## src/rtl/dbp_pkg.sv

```systemverilog
package dbp_pkg;

  typedef enum logic {
    ST_IDLE = 1'b0,
    ST_RUN  = 1'b1
  } dbp_state_t;

  typedef struct packed {
    logic pack;
    logic write;
  } dbp_mode_t;

endpackage

```

## src/rtl/dbp_cfg.sv

```systemverilog
module dbp_cfg (
  input  logic clk,
  input  logic rst_n,
  input  logic cfg_we,
  input  logic cfg_pack_in,
  output logic pack_q
);

  always_ff @(posedge clk or negedge rst_n) begin
    if (!rst_n)      pack_q <= 1'b0;
    else if (cfg_we) pack_q <= cfg_pack_in;
  end

endmodule

```

## src/rtl/dbp_seq.sv

```systemverilog
module dbp_seq #(
  parameter int BEATS = 3,
  parameter int IDX_W = 2
) (
  input  logic             clk,
  input  logic             rst_n,
  input  logic             req_valid,
  input  logic             req_write,
  input  logic             want_pack,
  input  logic             bus_ready,
  output logic             accept,
  output logic             busy,
  output logic             mode_pack,
  output logic             mode_write,
  output logic [IDX_W-1:0] beat_idx,
  output logic             beat_done,
  output logic             last_beat,
  output logic             ack_q
);
  import dbp_pkg::*;

  localparam logic [IDX_W-1:0] LAST_IDX = IDX_W'(BEATS - 1);

  dbp_state_t state_q;
  dbp_mode_t  mode_q;

  assign busy       = (state_q == ST_RUN);
  assign mode_pack  = mode_q.pack;
  assign mode_write = mode_q.write;
  assign accept     = !busy && req_valid && !ack_q;
  assign beat_done  = busy && bus_ready;
  assign last_beat  = !mode_q.pack || (beat_idx == LAST_IDX);

  always_ff @(posedge clk or negedge rst_n) begin
    if (!rst_n) begin
      state_q  <= ST_IDLE;
      mode_q   <= '0;
      beat_idx <= '0;
      ack_q    <= 1'b0;
    end else begin
      ack_q <= beat_done && last_beat;
      if (accept) begin
        state_q      <= ST_RUN;
        beat_idx     <= '0;
        mode_q.pack  <= want_pack;
        mode_q.write <= req_write;
      end else if (beat_done) begin
        if (last_beat) state_q  <= ST_IDLE;
        else           beat_idx <= beat_idx + 1'b1;
      end
    end
  end

endmodule

```

## src/rtl/dbp_lane.sv

```systemverilog
module dbp_lane #(
  parameter int ADDR_W = 24,
  parameter int DATA_W = 24,
  parameter int BYTE_W = 8,
  parameter int BEATS  = 3,
  parameter int IDX_W  = 2
) (
  input  logic              clk,
  input  logic              rst_n,
  input  logic              accept,
  input  logic [ADDR_W-1:0] req_addr,
  input  logic [DATA_W-1:0] req_wdata,
  input  logic              busy,
  input  logic              mode_pack,
  input  logic              mode_write,
  input  logic [IDX_W-1:0]  beat_idx,
  input  logic              beat_done,
  input  logic              last_beat,
  input  logic [DATA_W-1:0] bus_rdata,
  output logic [ADDR_W-1:0] bus_addr,
  output logic [DATA_W-1:0] bus_wdata,
  output logic [DATA_W-1:0] rd_data,
  output logic              rd_done
);

  localparam int SLOTS = 2 ** IDX_W;
  localparam int HI_W  = DATA_W - BYTE_W;

  function automatic logic [DATA_W-1:0] put_byte(
    input logic [DATA_W-1:0] word,
    input logic [IDX_W-1:0]  k,
    input logic [BYTE_W-1:0] b
  );
    logic [DATA_W-1:0] mask;
    logic [DATA_W-1:0] ins;
    mask = {{HI_W{1'b0}}, {BYTE_W{1'b1}}} << (int'(k) * BYTE_W);
    ins  = {{HI_W{1'b0}}, b} << (int'(k) * BYTE_W);
    return (word & ~mask) | ins;
  endfunction

  logic [ADDR_W-1:0] addr_q;
  logic [DATA_W-1:0] wdata_q;
  logic [DATA_W-1:0] stg_q;
  logic [DATA_W-1:0] stg_next;
  logic [BYTE_W-1:0] slot [SLOTS];
  logic [BYTE_W-1:0] wr_byte;

  for (genvar g = 0; g < SLOTS; g++) begin : g_slot
    if (g < BEATS) begin : g_used
      assign slot[g] = wdata_q[g*BYTE_W +: BYTE_W];
    end else begin : g_spare
      assign slot[g] = '0;
    end
  end

  assign wr_byte  = slot[beat_idx];
  assign stg_next = put_byte(stg_q, beat_idx, bus_rdata[BYTE_W-1:0]);
  assign bus_addr = mode_pack ? addr_q + ADDR_W'(beat_idx) : addr_q;

  always_comb begin
    if (!busy)          bus_wdata = '0;
    else if (mode_pack) bus_wdata = {{HI_W{1'b0}}, wr_byte};
    else                bus_wdata = wdata_q;
  end

  always_ff @(posedge clk or negedge rst_n) begin
    if (!rst_n) begin
      addr_q  <= '0;
      wdata_q <= '0;
      stg_q   <= '0;
      rd_data <= '0;
      rd_done <= 1'b0;
    end else begin
      rd_done <= beat_done && last_beat && !mode_write;
      if (accept) begin
        addr_q  <= req_addr;
        wdata_q <= req_wdata;
        stg_q   <= '0;
      end else if (beat_done && !mode_write) begin
        if (mode_pack) stg_q <= stg_next;
        if (last_beat) rd_data <= mode_pack ? stg_next : bus_rdata;
      end
    end
  end

endmodule

```

## src/rtl/dma_byte_packer.sv

```systemverilog
module dma_byte_packer #(
  parameter int ADDR_W = 24,
  parameter int DATA_W = 24,
  parameter int BYTE_W = 8
) (
  input  logic              clk,
  input  logic              rst_n,
  input  logic              cfg_we,
  input  logic              cfg_pack_in,
  input  logic              req_valid,
  input  logic              req_write,
  input  logic              req_core,
  input  logic [ADDR_W-1:0] req_addr,
  input  logic [DATA_W-1:0] req_wdata,
  output logic              req_ack,
  output logic [DATA_W-1:0] rd_data,
  output logic              rd_done,
  output logic [ADDR_W-1:0] bus_addr,
  output logic [DATA_W-1:0] bus_wdata,
  input  logic [DATA_W-1:0] bus_rdata,
  output logic              bus_we,
  output logic              bus_strobe,
  input  logic              bus_ready,
  output logic              bus_lock
);

  localparam int BEATS = DATA_W / BYTE_W;
  localparam int IDX_W = (BEATS > 1) ? $clog2(BEATS) : 1;

  logic             pack_q;
  logic             want_pack;
  logic             accept;
  logic             busy;
  logic             mode_pack;
  logic             mode_write;
  logic [IDX_W-1:0] beat_idx;
  logic             beat_done;
  logic             last_beat;
  logic             ack_q;

  assign want_pack = pack_q && !req_core;

  dbp_cfg u_cfg (
    .clk         (clk),
    .rst_n       (rst_n),
    .cfg_we      (cfg_we),
    .cfg_pack_in (cfg_pack_in),
    .pack_q      (pack_q)
  );

  dbp_seq #(.BEATS(BEATS), .IDX_W(IDX_W)) u_seq (
    .clk        (clk),
    .rst_n      (rst_n),
    .req_valid  (req_valid),
    .req_write  (req_write),
    .want_pack  (want_pack),
    .bus_ready  (bus_ready),
    .accept     (accept),
    .busy       (busy),
    .mode_pack  (mode_pack),
    .mode_write (mode_write),
    .beat_idx   (beat_idx),
    .beat_done  (beat_done),
    .last_beat  (last_beat),
    .ack_q      (ack_q)
  );

  dbp_lane #(
    .ADDR_W(ADDR_W), .DATA_W(DATA_W), .BYTE_W(BYTE_W),
    .BEATS(BEATS), .IDX_W(IDX_W)
  ) u_lane (
    .clk        (clk),
    .rst_n      (rst_n),
    .accept     (accept),
    .req_addr   (req_addr),
    .req_wdata  (req_wdata),
    .busy       (busy),
    .mode_pack  (mode_pack),
    .mode_write (mode_write),
    .beat_idx   (beat_idx),
    .beat_done  (beat_done),
    .last_beat  (last_beat),
    .bus_rdata  (bus_rdata),
    .bus_addr   (bus_addr),
    .bus_wdata  (bus_wdata),
    .rd_data    (rd_data),
    .rd_done    (rd_done)
  );

  assign req_ack    = ack_q;
  assign bus_strobe = busy;
  assign bus_we     = busy && mode_write;
  assign bus_lock   = busy && mode_pack;

endmodule

```

## config.mk

```make
export PLATFORM = sky130hd
export DESIGN_NAME = dma_byte_packer
export DESIGN_NICKNAME = d
export VERILOG_FILES = /design/src/rtl/dbp_pkg.sv /design/src/rtl/dbp_cfg.sv /design/src/rtl/dbp_seq.sv /design/src/rtl/dbp_lane.sv /design/src/rtl/dma_byte_packer.sv
export SDC_FILE = /design/constraint.sdc
export NUM_CORES = 1
export LEC_CHECK = 0
export ABC_AREA = 0
export BUFFER_PORTS_ARGS = -buffer_cell sky130_fd_sc_hd__buf_4
export CORE_MARGIN = 4
export CORE_UTILIZATION = 52
export CTS_CLUSTER_SIZE = 10
export DETAILED_ROUTE_END_ITERATION = 10
export HOLD_SLACK_MARGIN = 0.03
export PLACE_DENSITY_LB_ADDON = 0.3
export SLEW_MARGIN = 30
export SYNTH_ARGS = -nofsm -noshare
export SYNTH_HDL_FRONTEND = slang
export SYNTH_SLANG_ARGS = --single-unit
```

## constraint.sdc

```tcl
create_clock -name clk -period 3 [get_ports clk]
set_input_delay 0.6 -clock clk [delete_from_list [all_inputs] [get_ports clk]]
set_output_delay 0.6 -clock clk [all_outputs]
set_load 0.005 [all_outputs]
```

# [After elaboration in Yosys (flattened, before gate mapping)]
# Cells that the tools add are included.
[totals] out_inout_bits=77 elab_cells=62 in_bits=80 reg_bits=104
[op_classes] reduce_logical=23 n_bitwise=5 add_sub_neg=2 shifts=2 order_cmp=1 n_eq_ne=2 n_mux=16
[ops] cell="$mux 24" n=7
[ops] cell="$add 24x2->24" n=1
[ops] cell="$and 24x24->24" n=1
[ops] cell="$not 24->24" n=1
[ops] cell="$or 24x24->24" n=1
[ops] cell="$shl 8x5->24" n=1
[ops] cell="$shl 8x5->24 const A" n=1
[ops] cell="$bmux 8 s2" n=1
[ops] cell="$mux 8" n=2
[ops] cell="$logic_and 1x1->1" n=9
[ops] cell="$reduce_bool 2->1" n=4
[ops] cell="$mux 2" n=3
[ops] cell="$reduce_and 2->1" n=3
[ops] cell="$logic_not 1->1" n=5
[ops] cell="$ge 3x3->1 const B" n=1
[ops] cell="$mux 1" n=3
[ops] cell="$not 2->3" n=1
[ops] cell="$reduce_and 3->1" n=1
[ops] cell="$add 2x1->2 const B" n=1
[ops] cell="$eq 2x2->1 const B" n=1
[ops] cell="$ne 2x2->1 const B" n=1
[ops] cell="$logic_or 1x1->1" n=1
[ops] cell="$not 1->1" n=1

# [Longest topological paths before layout]
# Gate-level depths: netlist of the first run.
[depth] depth_word=7 ltp_mapped=10 mapped_depth_nobuf=7

# [Cells and area by module]
# A second synthesis of the first run with hierarchy kept.
[unflattened] cells_unflattened=478 hier_area_um2=5233.8
[modules_own_cells] module="dbp_lane" n_inst=1 area_per_inst_um2=4883.4 seq_area_each_um2=2427.3 cells_per_inst=451
[modules_own_cells] module="dbp_seq" n_inst=1 area_per_inst_um2=284.0 seq_area_each_um2=150.1 cells_per_inst=22
[modules_own_cells] module="dbp_cfg" n_inst=1 area_per_inst_um2=40.0 seq_area_each_um2=25.0 cells_per_inst=2
[modules_own_cells] module="dma_byte_packer" n_inst=1 area_per_inst_um2=26.3 seq_area_each_um2=0.0 cells_per_inst=3

# [Worst setup path after synthesis of the first run]
# Ideal clock, no wire load.
[synth_timing] kind="reg-to-output" start="reg u_seq.beat_idx[1]" end="out bus_addr[14]" n_path_buf=0 arrival_ns=2.222 path_stages_with_launch=7 slack_ns=0.178 required_time_ns=2.400 cell_sequence="dfrtp_1 > clkinv_1 > fa_1 > nand3b_1 > nor4_1 > nand4_1 > xnor2_1"
[synth_via] elab_chain_len=2
[synth_rtl] item="start: declaration" line="dbp_seq.sv:15" text="output logic [IDX_W-1:0] beat_idx,"
[synth_rtl] item="start signal: assignment" line="dbp_seq.sv:49" text="else beat_idx <= beat_idx + 1'b1;"
[synth_rtl] item="$add 24x2->24" line="dbp_lane.sv:58" text="assign bus_addr = mode_pack ? addr_q + ADDR_W'(beat_idx) : addr_q;"
[synth_rtl] item="$mux 24" line="dbp_lane.sv:58"
[synth_rtl] item="end: declaration" line="dma_byte_packer.sv:18" text="output logic [ADDR_W-1:0] bus_addr,"
# Every way passes these cells.

# [Worst setup path in the final report of the first run]
[layout_timing] start="reg u_lane.addr_q[0]" end="out bus_addr[14]"
[layout_via] elab_chain_len=2
[layout_rtl] item="start: declaration" line="dbp_lane.sv:41" text="logic [ADDR_W-1:0] addr_q;"
[layout_rtl] item="start signal: assignment" line="dbp_lane.sv:76" text="addr_q <= req_addr;"
[layout_rtl] item="$add 24x2->24" line="dbp_lane.sv:58"
[layout_rtl] item="$mux 24" line="dbp_lane.sv:58"
# Every way passes these cells.

==> flow_metrics.tcl, run 1 <==
set metrics [dict create \
    status "finished, violations left" \
    failed_checks "setup timing" \
    synth.top_cells.by_area "dfrtp_1, mux2_2, a211oi_2" \
    ant_nets 0 \
    die_x_um 108 \
    relSlewSlack_pct 47.2 \
    rows 36 \
    fin_crit_ns 3.02 \
    cts_hold_buf 0 \
    grt_usage_pct 23.0 \
    cts.path.max_buffers 2 \
    fin_skew_ns 0.0132 \
    final_util_pct 70.0 \
    synth.distinct_cells 41 \
    first_pass_iters 5 \
    min_path_type "input port to asynchronous set/reset pin" \
    cts_sinks 104 \
    h-tree-depth 3 \
    grt_pass1_wl_um 21400 \
    cts_inserted_buffers 9 \
    cp-end-kind "output pin" \
    grt_max_degree 61 \
    peakVddDrop_uv 571 \
    crit_path_start_kind "flop" \
    gp_congestion 0.863 \
    fmax_ghz 0.331 \
    leakage_nw 3.27 \
    drtIter0Drc 235 \
    worstPathMaxFanout 4 \
    path_clk_slew_ns 0.10 \
    clk_latency_ns 0.37 \
    routed_via_density 5.45 \
    wl_per_cell_um 17.0 \
    r2r_cells 8 \
    fin_ws_ns -0.0236 \
    antenna_found_initial 0 \
    routed_wl_um 13200 \
    avgSynthCellArea_um2 10.9 \
    syn_nets 566 \
    powerDensity_nw_per_um2 902 \
    synth-async-reset-ratio_pct 100 \
    ys_ff_latch 104 \
    die_area_um2 11700 \
    slew_violations 0 \
    setup_viol 1 \
    postSynthCellCount 480 \
    fin_nets 722 \
    drive_above_1_share_pct 42.4 \
    rsz0062_at_grt "true" \
    synth_top_cell_by_area "dfrtp_1" \
    initial_core_util_pct 53.5 \
    synth_edf_count 0 \
    rr_startpoint "u_seq.beat_idx[0]" \
    seq_area_frac_synth_pct 49.7 \
    reg2reg_to "u_lane.rd_data[13]" \
    timing.final.crit_share_pct 101 \
    hold_viol 0 \
    arrival_ns 2.42 \
    synthesis.area_um2 5230 \
    yosysTopAreaCellShare_pct 49.7 \
    syn2layout_area_growth_pct 30.7 \
    endpoint "bus_addr[14]" \
    root_buffer "clkbuf_8" \
    tightestPinTransition_ns 0.791 \
    drc_errors 0 \
    holdWs_ns 0.219 \
    ys_warn_count 0 \
    io_pins 157 \
    dp_hpwl_um 9720 \
    fin_tns_setup_ns -0.0236 \
    grt_overflow 0 \
    synth_flop_cell "dfrtp_1" \
    port_buffers 156 \
    antennaDiodeCount 0 \
    worstSetupPathType "flop to output pin" \
    cap_violations 0 \
    die_h_um 108 \
    crit_required_ns 2.40 \
    startpoint "u_lane.addr_q[0]" \
    pre_cts_ws_ns 0.188 \
    vias 4219 \
    coreArea_um2 9770 \
    grt_pass1_vias 4197 \
    cts_tree "done" \
    r2r_setup_slack_ns 0.72 \
]
cells by family (layout without fill, tap and decap cells):
kind of cell / count (synthesis) / in the layout / synth area share (%)
XOR/XNOR: 23 / 23 / 3.85
AO/OA/AOI/OAI: 128 / 128 / 16.8
adder cells (fa/ha/maj): 6 / 6 / 1.58
multiplexers: 51 / 51 / 11.0
flip-flops: 104 / 104 / 49.7
buffers and inverters: 35 / 196 / 3.42
AND/OR/NAND/NOR: 133 / 133 / 13.7
final cells by class:
| class | instances | area (um2) |
|---|---|---|
| fill | 741 | 2940 |
| sequential | 104 | 2610 |
| clock buffer | 10 | 138 |
| tap | 133 | 166 |
| inverter | 8 | 30.0 |
| timing repair buffer | 172 | 1310 |
| clock inverter | 6 | 72.6 |
| multi-input combinational | 341 | 2520 |
worst min path at each step:
stage	startpoint	end	slack [ns]	depth (start not counted)
6_report	rst_n	u_lane.rd_done	0.22	1
4_1_cts	rst_n	u_lane.rd_done	0.23	1
2_1_floorplan	rst_n	u_cfg.pack_q	0.30	0
5_1_grt	rst_n	u_lane.rd_done	0.24	1
3_5_place_dp	u_lane.rd_data[9]	u_lane.rd_data[9]	0.47	1
3_3_place_gp	u_lane.stg_q[23]	u_lane.stg_q[23]	0.45	2
metrics by stage:
step	instance area (um2)	std cells	power, mW
after floorplan	5230	480	3.92
after global placement	6520	753	5.10
after detailed placement	6520	753	5.21
after CTS	6800	773	6.17
after global routing	6840	774	6.61
final	6840	774	6.17
critical path, cell delays in order (launching register included):
cell and delay, ns:
dfrtp_1 0.37, ha_2 0.19, inv_2 0.04, fa_2 0.34, nand3b_1 0.24, nor4_1 0.21, buf_4 0.17, nand4_1 0.16
xnor2_2 0.19, buf_4 0.14
cells in the mapped netlist, types with 2 or more instances:
library cell  number
a211oi_2          16
a21o_1            17
a21oi_1           35
a22o_1             8
a22oi_1            8
and2_1            19
and2b_1            3
and3_1             4
and4_1             2
buf_2             14
buf_6              4
clkbuf_1           9
clkinv_1           2
dfrtp_1          104
ha_1               5
inv_1              6
mux2_2            50
nand2_1           33
nand3_1            5
nand3b_1           2
nand4_1            8
nor2_1            26
nor2b_1           18
nor3_1             2
nor4_1             3
o21ai_0           28
o21ai_1            7
o21bai_1           8
xnor2_1           17
xor2_1             6
routing by layer:
layer  global-route usage (%)  up-vias  part of all wire, %
met1                     31.1     2069                   43
met2                     37.7      130                   50
met3                     5.01       17                  5.4
li1                         -     2003                    -
met5                        0        -                    0
met4                     6.58        0                  1.6
cell usage in the layout (no fill, tap or decap), types with 2 or more instances in the layout:
cell type,Yosys,layout
xor2_1,6,6
mux2_2,50,50
and2_1,19,19
nor2b_1,18,18
clkinv_1,2,2
nor4_2,1,2
a21oi_1,35,34
nand3_1,5,5
o21bai_1,8,8
o21ai_0,28,27
nor2_1,26,25
a22o_1,8,8
o21ai_1,7,8
and4_1,2,2
a21o_1,17,17
inv_6,0,3
nand2_1,33,33
xnor2_1,17,16
dfrtp_1,104,103
nand3b_1,2,2
inv_1,6,5
and3_1,4,4
buf_4,0,170
and2b_1,3,3
a211oi_2,16,16
a22oi_1,8,8
ha_1,5,4
nand4_1,8,8
clkbuf_8,0,10
flip-flops by register name (all words and copies together) (netlist names):
name	cells
u_cfg.pack_q	1
u_lane.addr_q	24
u_lane.rd_data	24
u_lane.rd_done	1
u_lane.stg_q	24
u_lane.wdata_q	24
u_seq.ack_q	1
u_seq.beat_idx	2
u_seq.busy	1
u_seq.mode_pack	1
u_seq.mode_write	1
power breakdown:
part | leakage, nW | switching (mW) | internal (mW)
clock network | 0.104 | 0.502 | 0.419
logic | 1.86 | 1.25 | 1.54
registers | 1.30 | 0.499 | 1.96
timing repair:
action                                  4_1_cts  5_1_grt
pin swaps                                     5        7
buffers inserted                              4        2
endpoints found under the setup margin        8       16
gates resized for setup                       7        7
No activity file was read; power rests on OpenSTA's default activity.
==> inputs of run 2 (changes only) <==
- BUFFER_PORTS_ARGS: -buffer_cell sky130_fd_sc_hd__buf_4 -> -buffer_cell sky130_fd_sc_hd__buf_2
==> run 2 against run 1 <==
Against the previous run:
- the flow still finishes with violations (setup timing)
- sequential power hardly changed
- setup slack better by 0.020 ns
- combinational power is 13% lower
- count of clock-buffer cells in the layout is 1 lower
- utilization is 4.7 points lower
- non-clock buffer count is 3 lower
- final cell count is 0.39% lower
- routed wire length is 4.7% lower
- flip-flop and latch count stayed put
- critical path type unchanged
==> flow_metrics.tcl, run 2 (synthesis results as in run 1) <==
set metrics [dict create \
    status "finished, violations left" \
    failed_checks "setup timing" \
    slew_violations 0 \
    cts_sinks 104 \
    power_mw 5.74 \
    routed_via_density 5.35 \
    fin_crit_ns 3.00 \
    holdWs_ns 0.261 \
    place_area_um2 6140 \
    peakVddDrop_uv 447 \
    coreArea_um2 9770 \
    drive_above_1_share_pct 41.7 \
    first_pass_iters 4 \
    grt_pass1_vias 4186 \
    antenna_found_initial 0 \
    cts_hold_buf 0 \
    drc_errors 0 \
    die_area_um2 11700 \
    rows 36 \
    tightestPinTransition_ns 0.955 \
    cts.path.max_buffers 2 \
    final_util_pct 65.3 \
    hold_viol 0 \
    fin_skew_ns 0.0187 \
    multi_input_area_um2 2480 \
    port_buffers 156 \
    rsz0062_at_grt "true" \
    initial_core_util_pct 53.5 \
    worstPathMaxFanout 4 \
    die_x_um 108 \
    nFillCells 815 \
    syn2layout_area_growth_pct 22.0 \
    cp_slowest_stage_delay_ns 0.38 \
    seq_area_um2 2600 \
    timing.final.crit_share_pct 100 \
    cap_violations 0 \
    pre_cts_ws_ns 0.336 \
    slowest_stage "dfrtp_1" \
    cts_tree "done" \
    fin_ws_ns -0.00380 \
    relSlewSlack_pct 35.6 \
    grt_overflow 0 \
    final_area_um2 6380 \
    cts_inserted_buffers 9 \
    final_common_cell "buf_2" \
    antennaDiodeCount 0 \
    grt_max_degree 55 \
    arrival_ns 2.40 \
    routed_wl_um 12600 \
    ant_nets 0 \
    min_path_type "input port to asynchronous set/reset pin" \
    io_pins 157 \
    h-tree-depth 3 \
    path_cells "ha_2 -> inv_2 -> fa_2 -> nand3b_1 -> nor4_2 -> buf_4 -> nand4_1 -> xnor2_1 -> buf_2" \
    root_buffer "clkbuf_8" \
    crit_required_ns 2.40 \
    gp_congestion 0.850 \
    worstSetupPathType "flop to output pin" \
    crit_path_start_kind "flop" \
    mostFrequentLayoutCells "buf_2, dfrtp_1, mux2_2" \
    fmax_ghz 0.333 \
    fin_nets 719 \
    setup_viol 1 \
    r2r_setup_slack_ns 0.85 \
    wl_per_cell_um 16.3 \
    cp-end-kind "output pin" \
    dp_hpwl_um 9460 \
    path_clk_slew_ns 0.11 \
    powerDensity_nw_per_um2 899 \
    clk_latency_ns 0.37 \
    grt_usage_pct 21.9 \
    drtIter0Drc 208 \
    grt_pass1_wl_um 20600 \
    leakage_nw 3.11 \
    vias 4121 \
    die_h_um 108 \
]
-- run 2: cell count changes in the layout (fill, tap and decap cells not counted), moves of 2 or more --
cell / change
buf_4: -157
buf_2: +155
inv_6: -3
clkinv_4: +2
nor4_2: +2
-- run 2: final cells by class --
class / count / area share [%]
multi-input combinational: 341 / 38.9
clock inverter: 7 / 1.25
tap: 133 / 2.61
inverter: 8 / 0.470
timing repair buffer: 169 / 14.0
sequential: 104 / 40.8
clock buffer: 9 / 1.94
-- run 2: layer usage --
metal / up-vias / wire, um / share of wire (%) / global-route usage [%]
met4: 0 / 221 / 1.8 / 7.12
met5: - / 0 / 0 / 0
li1: 2000 / - / - / -
met3: 17 / 683 / 5.4 / 3.82
met2: 122 / 6130 / 49 / 35.6
met1: 1982 / 5540 / 44 / 30.0
-- run 2: path summary, 6_finish.rpt --
check	startpoint	to	cells after the start
setup / recovery	u_lane.addr_q[0]	bus_addr[20]	9
min in group clk	req_addr[23]	u_lane.addr_q[23]	2
hold / removal	rst_n	u_lane.rd_data[5]	1
hold reg to reg	u_lane.rd_data[18]	u_lane.rd_data[18]	1
max in group asynchronous	rst_n	u_lane.addr_q[4]	2
setup reg to reg	u_seq.beat_idx[0]	u_lane.rd_data[18]	7
-- run 2: timing repair --
action                     in CTS  in global routing
setup endpoints to repair       6                 13
pin swaps                       2                  2
resized for setup               2                  4
buffers inserted                0                  1
-- run 2: per-stage QoR --
step,setup TNS (ns),instances
6_report,-0.00380,771
5_1_grt,-0.621,771
4_1_cts,0,770
3_5_place_dp,0,754
3_3_place_gp,0,754
2_1_floorplan,0,480
-- run 2: worst max-delay path, delay by kind of cell, from the launching register on --
kind / cells / cell delay [ns]
xor+xnor: 1 / 0.16
fa+ha+maj: 2 / 0.53
buf+inv: 3 / 0.35
flops: 1 / 0.38
simple gates: 3 / 0.63
-- run 2: report_power, final --
group / switching [mW] / internal, mW
Sequential: 0.470 / 1.95
Combinational: 1.19 / 1.23
Clock: 0.496 / 0.395
Total: 2.16 / 3.58
==> inputs of run 3 (changes only) <==
- CORE_UTILIZATION: 52 -> 47
- clock period: 3 -> 2.5 ns (I/O delays scaled with it)
==> run 3 against run 2 <==
Against the previous run:
- the flow still finishes with violations (setup timing)
- clock skew fell by 0.0089 ns
- non-clock buffer count rose by 17
- first-iteration DRC count rose by 9.6%
==> flow_metrics.tcl, run 3 (synthesis results as in run 1) <==
set metrics [dict create \
    leakage_nw 3.24 \
    coreArea_um2 10900 \
    cts_inserted_buffers 9 \
    fin_skew_ns 0.00980 \
    h-tree-depth 3 \
    dp_hpwl_um 9860 \
    rows 38 \
    wl_met1_um 5700 \
    cts_sinks 104 \
    crit_family "simple AND/OR/NAND/NOR gates" \
    fin_crit_ns 2.86 \
    path_cells "ha_2 -> inv_2 -> fa_2 -> nand3b_1 -> nor4_1 -> buf_4 -> nand4_1 -> xnor2_1 -> buf_2" \
    setup_viol 10 \
    root_buffer "clkbuf_8" \
    die_area_um2 12900 \
    stdcell_count 795 \
    grt_pass1_wl_um 22300 \
    syn2layout_area_growth_pct 26.6 \
    mostFrequentLayoutCells "buf_2, dfrtp_1, mux2_2" \
    routed_via_density 5.35 \
    peakVddDrop_uv 536 \
    cp_slowest_stage_delay_ns 0.38 \
    grt_max_degree 67 \
    holdWs_ns 0.335 \
    top_layer "met5" \
    worstPathMaxFanout 3 \
    rsz0062_at_grt "true" \
    powerDensity_nw_per_um2 1070 \
    post-place-cells 770 \
    fmax_ghz 0.350 \
    clk_latency_ns 0.37 \
    status "finished, violations left" \
    drive_above_1_share_pct 44.7 \
    worstSetupPathType "flop to output pin" \
    grt_usage_pct 21.6 \
    cp-end-kind "output pin" \
    path_clk_slew_ns 0.09 \
    cts.path.max_buffers 2 \
    hold_viol 0 \
    slowest_stage "dfrtp_1" \
    nFillCells 928 \
    slew_violations 0 \
    tightestPinTransition_ns 0.622 \
    grt_overflow 0 \
    crit_required_ns 2.00 \
    relSlewSlack_pct 58.5 \
    fin_ws_ns -0.357 \
    io_pins 157 \
    drtIter0Drc 228 \
    vias 4252 \
    antennaDiodeCount 0 \
    grt_pass1_vias 4456 \
    final_common_cell "buf_2" \
    cts_tree "done" \
    gp_congestion 0.867 \
    die_x_um 114 \
    crit_path_start_kind "flop" \
    timing.final.crit_share_pct 114 \
    fin_tns_setup_ns -2.33 \
    die_h_um 114 \
    initial_core_util_pct 48.0 \
    critPathBufInv 3 \
    failed_checks "setup timing" \
    drc_errors 0 \
    met2_wirelength_um 6390 \
    final_util_pct 60.8 \
    cap_violations 0 \
    wl_per_cell_um 16.9 \
    fin_nets 736 \
    antenna_found_initial 1 \
    first_pass_iters 4 \
    min_path_type "input port to flop" \
    ant_nets 0 \
    port_buffers 156 \
    routed_wl_um 13500 \
    routed-wl-met3_um 979 \
    arrival_ns 2.36 \
]
-- run 3: changes by cell type in the layout (fill, tap and decap cells not counted), moves of 3 or more --
cell,previous run,this run
buf_6,0,3
clkbuf_8,9,12
buf_4,13,26
nor4_2,4,1
clkinv_4,3,0
-- run 3: where the power goes --
group	leakage [nW]	switching, mW	internal [mW]
sequential	1.30	0.590	2.34
combinational	1.85	1.54	1.58
clock	0.0923	0.572	0.449
total	3.24	2.70	4.38
-- run 3: per-stage QoR --
stage	cell area (um2)	worst slack (ns)	power (mW)
floorplan	5240	0.000610	4.71
global placement	6230	-0.0570	5.84
detailed placement	6230	-0.0998	5.95
CTS	6510	-0.447	7.06
global route	6620	-0.509	7.63
finish	6620	-0.357	7.08
-- run 3: what timing repair did --
action                                  4_1_cts  5_1_grt
buffers inserted                              4        5
gates resized for setup                      11       15
pin swaps                                     6       13
cloned                                        0        0
endpoints found under the setup margin       22       29
endpoints found under the hold margin        18        0
hold buffers                                  1        0
-- run 3: area by class of cell --
class | count | area (um2) | area share (%)
clock buffers | 13 | 169 | 2.55
clock inverters | 3 | 23.8 | 0.359
inverters | 8 | 31.3 | 0.472
multi-input cells | 341 | 2580 | 39.0
flip-flops and latches | 104 | 2610 | 39.3
well taps | 140 | 175 | 2.65
repair buffers | 186 | 1030 | 15.6
-- run 3: final timing paths --
path,cells past startpoint,slack (ns),start,endpoint
worst max register to register,8,0.55,u_seq.beat_idx[0],u_lane.rd_data[22]
max in group asynchronous,3,1.29,rst_n,u_seq.mode_pack
min in group asynchronous,2,0.54,rst_n,u_lane.rd_data[17]
worst min register to register,1,0.48,u_lane.rd_data[12],u_lane.rd_data[12]
worst max-delay path,9,-0.36,u_lane.addr_q[0],bus_addr[18]
worst min-delay path,3,0.34,req_addr[1],u_lane.addr_q[1]
-- run 3: worst min-delay path: cells and delay by family --
| kind | cells | cell delay (ns) |
|---|---|---|
| buffers and inverters | 1 | 0.08 |
| AO/OA/AOI/OAI | 1 | 0.06 |
| AND/OR/NAND/NOR | 1 | 0.04 |
-- run 3: metal layers --
| metal | up-vias | GRT usage [%] |
|---|---|---|
| met5 | - | 0 |
| met4 | 2 | 8.89 |
| met1 | 2057 | 28.4 |
| met3 | 27 | 5.89 |
| met2 | 133 | 33.8 |
| li1 | 2033 | - |
